[config.mk]
export PLATFORM = sky130hd
export DESIGN_NAME = brk_trig_unit
export DESIGN_NICKNAME = d
export VERILOG_FILES = /design/src/rtl/brk_pkg.sv /design/src/rtl/brk_cmp.sv /design/src/rtl/brk_seq_cnt.sv /design/src/rtl/brk_action.sv /design/src/rtl/brk_trig_unit.sv
export SDC_FILE = /design/constraint.sdc
export NUM_CORES = 1
export LEC_CHECK = 0
export BUFFER_PORTS_ARGS = -buffer_cell sky130_fd_sc_hd__buf_2
export CAP_MARGIN = 20
export CORE_MARGIN = 5
export CORE_UTILIZATION = 30
export DETAILED_ROUTE_END_ITERATION = 10
export GPL_TIMING_DRIVEN = 0
export HOLD_SLACK_MARGIN = 0.03
export PLACE_DENSITY = 0.5
export SLEW_MARGIN = 20
export SYNTH_ARGS = -nofsm -noshare
export SYNTH_HDL_FRONTEND = slang
export SYNTH_SLANG_ARGS = --single-unit
export TNS_END_PERCENT = 1
[constraint.sdc]
create_clock -name clk -period 5.32 [get_ports clk]
set_clock_uncertainty 0.05 [all_clocks]
set_input_delay 0.266 -clock clk [delete_from_list [all_inputs] [get_ports clk]]
set_output_delay 0.266 -clock clk [all_outputs]
set_load 0.02 [all_outputs]
[src/rtl/brk_pkg.sv]
package brk_pkg;
  typedef enum logic [1:0] {KIND_OFF, KIND_FETCH, KIND_DRD, KIND_DWR} kind_e;
  typedef enum logic [1:0] {CMB_U1, CMB_U2, CMB_SEQ, CMB_ANY} cmb_e;
  typedef enum logic [1:0] {ACT_HALT, ACT_IRQ, ACT_FREEZE, ACT_REARM} act_e;

  // bit 0 = power down, 2:1 kind1, 4:3 kind2, 6:5 combine, 8:7 action, 9 pin enable
  typedef struct packed {
    logic  pin_en;
    act_e  act;
    cmb_e  cmb;
    kind_e k2;
    kind_e k1;
    logic  pwd;
  } ctrl_t;

  localparam int CTRL_W = 10;
  localparam logic [2:0] RA_CTRL = 3'd0, RA_ADR1 = 3'd1, RA_ADR2 = 3'd2,
                         RA_VAL1 = 3'd3, RA_MSK1 = 3'd4, RA_VAL2 = 3'd5,
                         RA_MSK2 = 3'd6, RA_CNT  = 3'd7;
endpackage

[src/rtl/brk_cmp.sv]
module brk_cmp #(
  parameter int AW = 16,
  parameter int DW = 16
) (
  input  brk_pkg::kind_e kind,
  input  logic [AW-1:0]  ref_addr,
  input  logic [DW-1:0]  ref_val,
  input  logic [DW-1:0]  ref_mask,
  input  logic           fetch_valid,
  input  logic [AW-1:0]  fetch_addr,
  input  logic           fetch_loop_setup,
  input  logic [AW-1:0]  loop_end_addr,
  input  logic           dmem_valid,
  input  logic           dmem_write,
  input  logic [AW-1:0]  dmem_addr,
  input  logic [DW-1:0]  dmem_data,
  output logic           hit
);
  import brk_pkg::*;

  function automatic logic value_agrees(input logic [DW-1:0] v, input logic [DW-1:0] m,
                                        input logic [DW-1:0] d);
    return ((d ^ v) & m) == '0;
  endfunction

  logic fetch_hit, data_hit;

  always_comb begin
    fetch_hit = fetch_valid &&
                ((fetch_addr == ref_addr) || (fetch_loop_setup && (loop_end_addr == ref_addr)));
    data_hit  = dmem_valid && (dmem_addr == ref_addr) && value_agrees(ref_val, ref_mask, dmem_data);
    unique case (kind)
      KIND_FETCH: hit = fetch_hit;
      KIND_DRD:   hit = data_hit && !dmem_write;
      KIND_DWR:   hit = data_hit && dmem_write;
      default:    hit = 1'b0;
    endcase
  end
endmodule

[src/rtl/brk_seq_cnt.sv]
module brk_seq_cnt #(
  parameter int CW = 16
) (
  input  logic          clk,
  input  logic          rst_n,
  input  logic          enable,
  input  brk_pkg::cmb_e cmb,
  input  logic          rearm,
  input  logic          hit1,
  input  logic          hit2,
  input  logic          ctrl_wr,
  input  logic          cnt_wr,
  input  logic [CW-1:0] cnt_wdata,
  output logic          evt,
  output logic [CW-1:0] cnt,
  output logic          seq_pend
);
  import brk_pkg::*;

  function automatic logic [CW-1:0] step_down(input logic [CW-1:0] c);
    return (c == '0) ? c : c - 1'b1;
  endfunction

  logic [CW-1:0] shadow_q;
  logic          armed_q;
  logic          qual;

  always_comb begin
    unique case (cmb)
      CMB_U1:  qual = hit1;
      CMB_U2:  qual = hit2;
      CMB_SEQ: qual = seq_pend && hit2;
      default: qual = hit1 || hit2;
    endcase
    qual = qual && enable && armed_q;
    evt  = qual && (cnt == '0);
  end

  always_ff @(posedge clk or negedge rst_n) begin
    if (!rst_n) begin
      cnt      <= '0;
      shadow_q <= '0;
      armed_q  <= 1'b1;
      seq_pend <= 1'b0;
    end else begin
      if (cnt_wr) begin
        cnt      <= cnt_wdata;
        shadow_q <= cnt_wdata;
      end else if (evt && rearm) begin
        cnt <= shadow_q;
      end else if (qual) begin
        cnt <= step_down(cnt);
      end

      if (ctrl_wr)              armed_q <= 1'b1;
      else if (evt && !rearm)   armed_q <= 1'b0;

      if (ctrl_wr || cmb != CMB_SEQ)          seq_pend <= 1'b0;
      else if (qual)                          seq_pend <= 1'b0;
      else if (hit1 && enable && armed_q)     seq_pend <= 1'b1;
    end
  end
endmodule

[src/rtl/brk_action.sv]
module brk_action (
  input  logic          clk,
  input  logic          rst_n,
  input  logic          evt,
  input  brk_pkg::act_e act,
  input  logic          pin_en,
  input  logic          ctrl_wr,
  output logic          halt_req,
  output logic          irq_req,
  output logic          fifo_freeze,
  output logic          evt_pin
);
  import brk_pkg::*;

  always_ff @(posedge clk or negedge rst_n) begin
    if (!rst_n) begin
      halt_req    <= 1'b0;
      irq_req     <= 1'b0;
      fifo_freeze <= 1'b0;
      evt_pin     <= 1'b0;
    end else begin
      halt_req <= evt && (act == ACT_HALT);
      irq_req  <= evt && (act == ACT_IRQ);
      if (ctrl_wr)                            fifo_freeze <= 1'b0;
      else if (evt && act == ACT_FREEZE)      fifo_freeze <= 1'b1;
      if (evt && pin_en)                      evt_pin <= !evt_pin;
    end
  end
endmodule

[src/rtl/brk_trig_unit.sv]
module brk_trig_unit #(
  parameter int AW = 16,
  parameter int DW = 16
) (
  input  logic          clk,
  input  logic          rst_n,
  input  logic          cfg_we,
  input  logic [2:0]    cfg_addr,
  input  logic [DW-1:0] cfg_wdata,
  input  logic          fetch_valid,
  input  logic [AW-1:0] fetch_addr,
  input  logic          fetch_loop_setup,
  input  logic [AW-1:0] loop_end_addr,
  input  logic          dmem_valid,
  input  logic          dmem_write,
  input  logic [AW-1:0] dmem_addr,
  input  logic [DW-1:0] dmem_data,
  output logic          halt_req,
  output logic          irq_req,
  output logic          fifo_freeze,
  output logic          evt_pin
);
  import brk_pkg::*;

  localparam int NU = 2;
  localparam int CW = DW;

  ctrl_t         ctrl_q;
  logic [AW-1:0] adr_q [NU];
  logic [DW-1:0] val_q [NU];
  logic [DW-1:0] msk_q [NU];
  logic [NU-1:0] hit_w;
  kind_e         kind_w [NU];
  logic          ctrl_wr_w, cnt_wr_w, evt_w, seq_pend_w, pwd_w, pin_en_w;
  logic [CW-1:0] cnt_w;

  assign ctrl_wr_w = cfg_we && (cfg_addr == RA_CTRL);
  assign cnt_wr_w  = cfg_we && (cfg_addr == RA_CNT);
  assign kind_w[0] = ctrl_q.k1;
  assign kind_w[1] = ctrl_q.k2;
  assign pwd_w     = ctrl_q.pwd;
  assign pin_en_w  = ctrl_q.pin_en;

  always_ff @(posedge clk or negedge rst_n) begin
    if (!rst_n) begin
      ctrl_q <= ctrl_t'(CTRL_W'(1));
      for (int i = 0; i < NU; i++) begin
        adr_q[i] <= '0;
        val_q[i] <= '0;
        msk_q[i] <= '0;
      end
    end else if (cfg_we) begin
      unique case (cfg_addr)
        RA_CTRL: ctrl_q   <= ctrl_t'(cfg_wdata[CTRL_W-1:0]);
        RA_ADR1: adr_q[0] <= cfg_wdata[AW-1:0];
        RA_ADR2: adr_q[1] <= cfg_wdata[AW-1:0];
        RA_VAL1: val_q[0] <= cfg_wdata;
        RA_MSK1: msk_q[0] <= cfg_wdata;
        RA_VAL2: val_q[1] <= cfg_wdata;
        RA_MSK2: msk_q[1] <= cfg_wdata;
        default: ;
      endcase
    end
  end

  for (genvar u = 0; u < NU; u++) begin : g_unit
    brk_cmp #(.AW(AW), .DW(DW)) cmp (
      .kind(kind_w[u]), .ref_addr(adr_q[u]), .ref_val(val_q[u]), .ref_mask(msk_q[u]),
      .fetch_valid(fetch_valid), .fetch_addr(fetch_addr),
      .fetch_loop_setup(fetch_loop_setup), .loop_end_addr(loop_end_addr),
      .dmem_valid(dmem_valid), .dmem_write(dmem_write), .dmem_addr(dmem_addr),
      .dmem_data(dmem_data), .hit(hit_w[u])
    );
  end

  brk_seq_cnt #(.CW(CW)) seq (
    .clk(clk), .rst_n(rst_n), .enable(!ctrl_q.pwd), .cmb(ctrl_q.cmb),
    .rearm(ctrl_q.act == ACT_REARM), .hit1(hit_w[0]), .hit2(hit_w[1]),
    .ctrl_wr(ctrl_wr_w), .cnt_wr(cnt_wr_w), .cnt_wdata(cfg_wdata[CW-1:0]),
    .evt(evt_w), .cnt(cnt_w), .seq_pend(seq_pend_w)
  );

  brk_action act (
    .clk(clk), .rst_n(rst_n), .evt(evt_w), .act(ctrl_q.act), .pin_en(ctrl_q.pin_en),
    .ctrl_wr(ctrl_wr_w), .halt_req(halt_req), .irq_req(irq_req),
    .fifo_freeze(fifo_freeze), .evt_pin(evt_pin)
  );
endmodule

* Word-level counts from Yosys, hierarchy flattened *
Cells that the tools add are included.

storage, ports and cells
  flip-flop bits (word level) = 144
  input bits = 90
  output and inout port bits = 4
  logic and storage cells = 117

cells by class
  add/subtract/negate cells = 1
  equal/unequal tests = 26
  muxes and demuxes = 14
  bitwise logic cells = 4
  reductions and logical operators = 52

operator list
  cell                                                                   number
  16-bit == test                                                         6
  16-bit two-way mux                                                     4
  16-bit zero test                                                       3
  16-bit AND                                                             2
  16-bit XOR                                                             2
  1-bit logical AND                                                      26
  2-bit AND reduction                                                    8
  16-bit by 1-bit subtractor with 16-bit output (second input constant)  1
  2-bit == test (second input constant)                                  7
  3-bit == test (second input constant)                                  4
  1-bit case mux with 3 select lines                                     3
  2-bit by 1-bit == test with 1-bit output (second input constant)       4
  1-bit two-way mux                                                      7
  3-bit by 2-bit == test with 1-bit output (second input constant)       2
  3-bit nonzero test                                                     2
  1-bit zero test                                                        4
  2-bit zero test                                                        2
  1-bit logical OR                                                       4
  2-bit nonzero test                                                     2
  3-bit by 1-bit == test with 1-bit output (second input constant)       1
  3-bit zero test                                                        1
  3-bit by 2-bit != test with 1-bit output (second input constant)       1
  2-bit != test (second input constant)                                  1

* Logic depth before layout (Yosys ltp) *
Gate-level depths: netlist (run 1).

  word-level depth = 14
  mapped depth = 9
  gate-level depth less buffers = 9

* Modules after synthesis *
A second synthesis (run 1) with hierarchy kept.

second synthesis, totals
  cell total of the unflattened synthesis = 637
  area total of the unflattened synthesis = 7931.4 sq um

by module, submodules not included
  module         times used  cells an instance  area an instance (sq um)  seq. area each (sq um)
  brk_trig_unit  1           236                4264.1                    2653.8
  brk_seq_cnt    1           200                1949.4                    852.1
  brk_cmp        2           95                 785.8                     0.0
  brk_action     1           11                 146.4                     100.1

* Least setup slack after synthesis (run 1) *
No wires, ideal clock.

  path type = register -> register
  start = register seq.cnt[5]
  end = register seq.cnt[11]
  setup time = 123 ps
  arrival = 2158 ps
  required time = 5147 ps
  slack = 2989 ps
  cell stages (with the launch flop) = 10
  buffers on the path = 1
  clock period less this slack = 2331 ps
  path through = dfrtp_1 or4_1 nor2_2 nand3_2 or3_4 buf_6 nor3_1 a21oi_1 o21ai_0 o21ai_1

between the ends
  cells in the longest elaborated chain, start to end = 5
  elaborated cells on any way between the ends = 11
  classes of those cells = add/sub: 1; eq/ne: 1; mux: 4; reduce/logical: 5

ends and longest elaborated chain
  element                                                                                   RTL line                              source
  start: declaration                                                                        brk_seq_cnt.sv:15                     output logic [CW-1:0] cnt,
  start signal: assignment                                                                  brk_seq_cnt.sv:47                     cnt <= cnt_wdata;
  start signal: assignment                                                                  brk_seq_cnt.sv:50                     cnt <= shadow_q;
  start signal: assignment                                                                  brk_seq_cnt.sv:52                     cnt <= step_down(cnt);
  16-bit by 1-bit subtractor with 16-bit output / 16-bit zero test (equally long branches)  brk_seq_cnt.sv:21, brk_seq_cnt.sv:36
  16-bit two-way mux / 1-bit logical AND (equally long branches)                            brk_seq_cnt.sv:21, brk_seq_cnt.sv:36
  16-bit two-way mux / 1-bit logical AND (equally long branches)                            brk_seq_cnt.sv:51, brk_seq_cnt.sv:49
  16-bit two-way mux (tied with other cells)                                                brk_seq_cnt.sv:49                     end else if (evt && rearm) begin
  16-bit two-way mux / 2-bit AND reduction (equally long branches)                          --

Several ways; a longest one is shown, not always the timed one. The select of a mux whose other input is x is not followed.
A chain may end at the register's enable or synchronous reset.

* Worst setup path after layout (run 1) *
  start = register adr_q[7] (netlist name)
  end = register seq.cnt[2]

between the ends
  cells in the longest elaborated chain, start to end = 13
  elaborated cells on any way between the ends = 23
  classes of those cells = eq/ne: 4; mux: 4; reduce/logical: 15

ends and longest elaborated chain
  element                                                                            RTL line                                     source
  start: declaration                                                                 brk_trig_unit.sv:29                          logic [AW-1:0] adr_q [NU];
  16-bit == test (on tied branches)                                                  brk_cmp.sv:31, brk_cmp.sv:30
  1-bit logical AND (on tied branches)                                               brk_cmp.sv:31, brk_cmp.sv:30
  1-bit logical AND / 1-bit logical OR (equally long branches)                       brk_cmp.sv:31, brk_cmp.sv:30
  1-bit logical AND (on tied branches)                                               brk_cmp.sv:35, brk_cmp.sv:29, brk_cmp.sv:34
  1-bit case mux with 3 select lines (*)                                             brk_cmp.sv:32                                unique case (kind)
  1-bit logical OR / 1-bit logical AND (equally long branches)                       brk_seq_cnt.sv:33, brk_seq_cnt.sv:32
  1-bit case mux with 3 select lines (*)                                             brk_seq_cnt.sv:29                            unique case (cmb)
  1-bit logical AND (*) (2 in a row)                                                 brk_seq_cnt.sv:35                            qual = qual && enable && armed_q;
  1-bit logical AND                                                                  brk_seq_cnt.sv:36                            evt = qual && (cnt == '0);
  1-bit logical AND                                                                  brk_seq_cnt.sv:49
  3-bit by 2-bit != test with 1-bit output (no source line) (tied with other cells)  --
  2-bit AND reduction (no source line) / 16-bit two-way mux (equally long branches)  --

Mark *: on every way between the ends. The rest lies on a longest branch, timed or not.

==> results of run 1 <==
worst max-delay path: stages, from the launching register on:
cell and delay (ps):
dfrtp_1 430, xor2_1 170, nor4_1 770, nand4_1 160, nor4_1 650, o31ai_1 190
o21a_1 260, clkbuf_1 300, o21ai_0 240, a21oi_1 90
through the flow:
stage	total power, uW	std cells	instance area, sq um	util	hold WS (ps)
detailed placement	2300	1113	8600	0.341	228
global placement	2280	1112	8550	0.340	412
finish	3430	1144	9160	0.364	127
CTS	3460	1144	9160	0.364	112
floorplan	2010	691	7690	-	-79.6
global route	3620	1144	9160	0.364	135
layer usage:
metal | vias to the layer above | GRT usage
met1 | 2854 | 0.235
li1 | 2657 | -
met3 | 21 | 0.0288
met2 | 125 | 0.254
met4 | 0 | 0.0410
met5 | - | 0
flip-flops by register name (all words and copies together), names as in the netlist, 8 cells and up:
register      cells
ctrl_q            8
val_q            32
seq.shadow_q     16
adr_q            32
seq.cnt          16
msk_q            32
power groups by stage:
stage	registers [uW]	clock network [uW]	logic [uW]
after floorplan	1500	0	509
after global placement	1550	0	726
after detailed placement	1560	0	737
after CTS	1540	1180	742
after global routing	1580	1230	814
final	1540	1160	733
final cells by class:
class / instances / area (sq um)
clock inverter: 13 / 131
sequential: 144 / 3610
timing repair buffer: 93 / 503
multi-input combinational: 517 / 3960
clock buffer: 17 / 425
buffer: 21 / 96.3
tap: 330 / 413
fill: 2498 / 16000
inverter: 9 / 33.8
final timing paths:
kind                               start                to  slack [ps]  depth (start not counted)
min reg2reg                  act.evt_pin       act.evt_pin         420                          1
max                             adr_q[7]        seq.cnt[2]        1880                          9
min                        cfg_wdata[10]  seq.shadow_q[10]         130                          3
max reg2reg                     adr_q[7]        seq.cnt[2]        1880                          9
min in group asynchronous          rst_n         val_q[24]         330                          2
max in group asynchronous          rst_n       seq.armed_q        4070                          3
cell usage in the layout (no fill, tap or decap), types with 11 or more instances in the layout:
cell and n:
dfrtp_1 142, xor2_1 106, mux2_2 105, buf_2 92, nand2_1 60, xnor2_1 36
a21oi_1 30, o21ai_0 29, nor4_1 20, nand3_1 20, nor2_1 19, nor3_1 17
clkbuf_1 17, clkbuf_16 17, a22oi_1 12, nand4_1 11
kinds of logic (layout without fill, tap and decap cells):
group | Yosys count | after routing | synth area share
and+or+nand+nor | 173 | 173 | 0.119
DFF | 144 | 144 | 0.469
xor gates and xnor gates | 142 | 142 | 0.162
muxes | 105 | 105 | 0.154
AOI/OAI and AO/OA | 95 | 95 | 0.0757
buffers and inverters | 30 | 153 | 0.0169
adders and majority gates | 2 | 2 | 0.00326
==> metrics.txt, run 1 <==
Worst Path Required=5570 ps; vias in the first global route=6005; worst-margin pin slew=1040 ps; Buffers on Ports=91; CTS clock-pin slew for the worst setup and hold paths=60 ps; Area Overhead vs Synth=19.2%; pre-CTS WS=2090 ps; Final period util=0.647; initial DRC count=317; starting density of the core=0.305; Clock Sinks=144; DIE HEIGHT=170 microns; layout cells sized above 1=0.305; setup bufs post-CTS=0; first-pass GRT wire length=35800 microns; FP Rows=58; CTS tree=built; Slew headroom=0.304; FFs w/ async S/R, synth=1.00; top layer in use=met4; met2 WL=10600 microns; CP Data Arrival Time=3700 ps; total die area=0.0289 sq mm; Syn. warnings=0; #FFs+latches synth=144; clock tree buffer depth=2; Final WS setup=1880 ps; Tmin final=3440 ps; hold_buf cts=1; H-tree Lvls=4; Slew Limit Fails=0; TNS Setup=0 ps; Synth cell types=49; Clock Tree Root=clkbuf_16; VDD IR-drop max=220 uV; Wirelength per Cell=20.2 microns; count leader, synth=dfrtp_1; Psw=1090 uW; startpoint type of the worst setup path=register; latest clock arrival within the worst-skew pair=430 ps; diodes inserted=0; first drt pass iteration count=5; DP HPWL=17200 microns; Yosys top cell area share=0.462; register share of total power=0.449; prevailing post-synth register cell=dfrtp_1; syn nets=783; Seq/Total Area, Yosys=0.469; Post-Syn Area=0.00769 sq mm; post-synthesis area per instance=11.1 sq um; Logic pwr share=0.214; Overall Global Routing Usage=0.163; CTS Buf Count=17; Final Setup Violations=0; top post-synthesis cells by count=dfrtp_1, xor2_1, mux2_2; Layout Nets=895; IO Pins=94; CP max FO=10; via count=5657; RSZ-0062 raised after global routing=false; Fin. Hold Viols=0; Clk pwr share=0.337; Core Area=0.0252 sq mm; Via density=4.94; leakage=0.00393 uW; cells after synthesis=691; Synth area leaders=dfrtp_1, mux2_2, xor2_1; initial antenna violation count=0; area leader, netlist=dfrtp_1; met1 WL=11200 microns; fmax=291 MHz; Max-Cap Viols=0; Post-DRT Antenna Nets=0; Post-synth EDFFs=0; switching share of total power=0.317; crit path kind=reg2reg; hold crit path type=in2reg; Placer Congestion=0.839; pwr dens=375 mW/mm^2; Total Wirelength=23100 microns; DRC=0; Gates resized, CTS repair=0; met3 wire len=975 microns; status=finished clean; largest net degree at the start of global routing=75; total gr overflow=0; crit end category=register; Die X=170 microns; Int Pwr=2340 uW
No activity file was read; power rests on OpenSTA's default activity.
==> run 2, diff against run 1 <==
--- a/config.mk
+++ b/config.mk
@@ -5,6 +5,7 @@
 export SDC_FILE = /design/constraint.sdc
 export NUM_CORES = 1
 export LEC_CHECK = 0
+export ABC_AREA = 1
 export BUFFER_PORTS_ARGS = -buffer_cell sky130_fd_sc_hd__buf_2
 export CAP_MARGIN = 20
 export CORE_MARGIN = 5
@@ -12,7 +13,7 @@
 export DETAILED_ROUTE_END_ITERATION = 10
 export GPL_TIMING_DRIVEN = 0
 export HOLD_SLACK_MARGIN = 0.03
-export PLACE_DENSITY = 0.5
+export PLACE_DENSITY = 0.49
 export SLEW_MARGIN = 20
 export SYNTH_ARGS = -nofsm -noshare
 export SYNTH_HDL_FRONTEND = slang
==> constraint.sdc (replaced) <==
create_clock -name clk -period 3.2 [get_ports clk]
set_clock_uncertainty 0.05 [all_clocks]
set_input_delay 0.16 -clock clk [delete_from_list [all_inputs] [get_ports clk]]
set_output_delay 0.16 -clock clk [all_outputs]
set_load 0.02 [all_outputs]
==> run 2 against run 1 <==
Cell count up 49%. Maximum frequency up 38%. Highest routed layer unchanged. Routed wire length up 19%. Via count up 39%. Sequential cell count unchanged. Combinational power up 120%. Sequential power up 68%. Utilization down 0.073 points.
==> metrics.txt, run 2 <==
syn nets=1286; DP HPWL=21100 microns; FFs w/ async S/R, synth=1.00; hold_sp=cfg_wdata[14]; worst r2r path cells=14; diodes inserted=0; CTS Buf Count=17; crit path kind=reg2reg; WHS Endpoint=seq.shadow_q[14]; Layout Nets=1410; prevailing post-synth register cell=dfrtp_1; Yosys top cell area share=0.421; post-synthesis area per instance=7.06 sq um; Total Wirelength=27400 microns; TNS Setup=0 ps; CTS clock-pin slew for the worst setup and hold paths=60 ps; total die area=0.0316 sq mm; first drt pass iteration count=5; IO Pins=94; Area Overhead vs Synth=19.6%; CP max FO=10; Wirelength per Cell=16.0 microns; initial antenna violation count=0; Overall Global Routing Usage=0.178; Max-Cap Viols=0; top post-synthesis cells by count=nand2_1, inv_1, dfrtp_1; Slew headroom=0.574; Core Area=0.0278 sq mm; Slew Limit Fails=0; Seq/Total Area, Yosys=0.428; DRC=0; status=finished clean; CTS tree=built; DIE HEIGHT=178 microns; Synth area leaders=dfrtp_1, nand2_1, o21ai_0; Fin. Hold Viols=0; #FFs+latches synth=144; Syn. warnings=0; launching point of the worst reg2reg path=val_q[23]; Die X=178 microns; pwr dens=610 mW/mm^2; leakage=0.00514 uW; initial DRC count=486; H-tree Lvls=4; final core utilization=0.363; CP Data Arrival Time=2760 ps; Post-Syn Area=0.00843 sq mm; fmax=402 MHz; Clock Tree Root=clkbuf_16; most frequent cells in the layout=nand2_1, inv_1, dfrtp_1; Placer Congestion=0.881; Tmin final=2490 ps; multi-input logic area=0.00407 sq mm; startpoint type of the worst setup path=register; pre-CTS WS=789 ps; Final period util=0.778; vias in the first global route=7815; Synth cell types=35; clock tree buffer depth=2; Worst Path Required=3470 ps; area leader, netlist=dfrtp_1; Via density=4.61; worst-margin pin slew=638 ps; crit end category=register; capture point of the worst reg-to-reg path=seq.cnt[8]; VDD IR-drop max=341 uV; Largest regs=adr_q (32), msk_q (32), val_q (32); FP Rows=61; latest clock arrival within the worst-skew pair=420 ps; largest net degree at the start of global routing=86; starting density of the core=0.304; Final Setup Violations=0; via count=7885; Post-DRT Antenna Nets=0; count leader, synth=nand2_1; layout cells sized above 1=0.137; cells after synthesis=1194; first-pass GRT wire length=43300 microns; most common cell after layout, fill and taps aside=nand2_1; Post-synth EDFFs=0; cell count of the worst hold path=3; total power=6150 uW; R2R Setup Slk=710 ps; Final WS setup=711 ps; total gr overflow=0; register area=0.00361 sq mm; hold crit path type=in2reg; RSZ-0062 raised after global routing=false; Buffers on Ports=93; Clock Sinks=144; fillers=3054
==> run 2: worst max-delay path, stage by stage, from the launching register on <==
cell and delay (ps):
dfrtp_1 380, or2_2 290, nand3_1 70, nand3_1 100
nor2_1 290, nand3_1 190, nand2_2 130, nand4_2 100
nand2_2 170, nand3_2 100, buf_6 180, nand2_1 70
nand3_1 120, nand2_1 80, nand2_1 50
==> run 2: timing repair <==
action                    in CTS  in global routing
buffers inserted               0                  0
hold buffers                  11                  0
hold endpoints to repair      73                  0
gates resized for setup        0                  0
==> run 2: cell families after synthesis <==
logic type | Yosys count | synth area share
XOR/XNOR | 57 | 0.0592
adder cells (fa/ha/maj) | 2 | 0.00297
AO/OA/AOI/OAI | 157 | 0.0972
AND/OR/NAND/NOR | 640 | 0.324
buffers and inverters | 194 | 0.0896
flip-flops | 144 | 0.428
==> run 2: area by class of cell <==
| class | count | area share |
|---|---|---|
| multi-input combinational | 856 | 0.404 |
| clock inverter | 14 | 0.0139 |
| clock buffer | 18 | 0.0425 |
| buffer | 30 | 0.0139 |
| tap | 378 | 0.0469 |
| sequential | 144 | 0.357 |
| timing repair buffer | 105 | 0.0608 |
| inverter | 164 | 0.0610 |
==> run 2: routing by layer <==
metal  GRT usage  vias to the layer above  part of all wire
met5           0                        -                 0
met4      0.0432                        0             0.014
met3      0.0260                       29             0.046
met2       0.289                      190              0.45
met1       0.253                     3675              0.49
li1            -                     3991                 -
==> run 2: through the flow <==
step / std cells / hold WS, ps / instance area [sq um]
final: 1709 / 54.4 / 10100
after global routing: 1709 / 48.6 / 10100
after CTS: 1709 / 35.2 / 10100
after detailed placement: 1666 / 83.5 / 9410
after global placement: 1665 / 359 / 9370
after floorplan: 1194 / -186 / 8430
==> run 2: how the worst max path moves through the flow <==
stage	startpoint	endpoint	slack, ps
2_1_floorplan	seq.cnt[0]	seq.cnt[10]	1300
3_3_place_gp	rst_n	msk_q[24]	-350
3_5_place_dp	adr_q[30]	seq.cnt[8]	790
4_1_cts	adr_q[30]	seq.cnt[8]	770
5_1_grt	adr_q[13]	seq.cnt[11]	440
6_report	val_q[23]	seq.cnt[8]	710
==> run 2: where the power goes <==
part	switching (uW)	leakage [uW]	total [uW]	internal (uW)
logic	981	0.00306	1630	649
clock network	797	0.000280	1940	1140
registers	374	0.00180	2580	2210
total	2150	0.00514	6150	4000
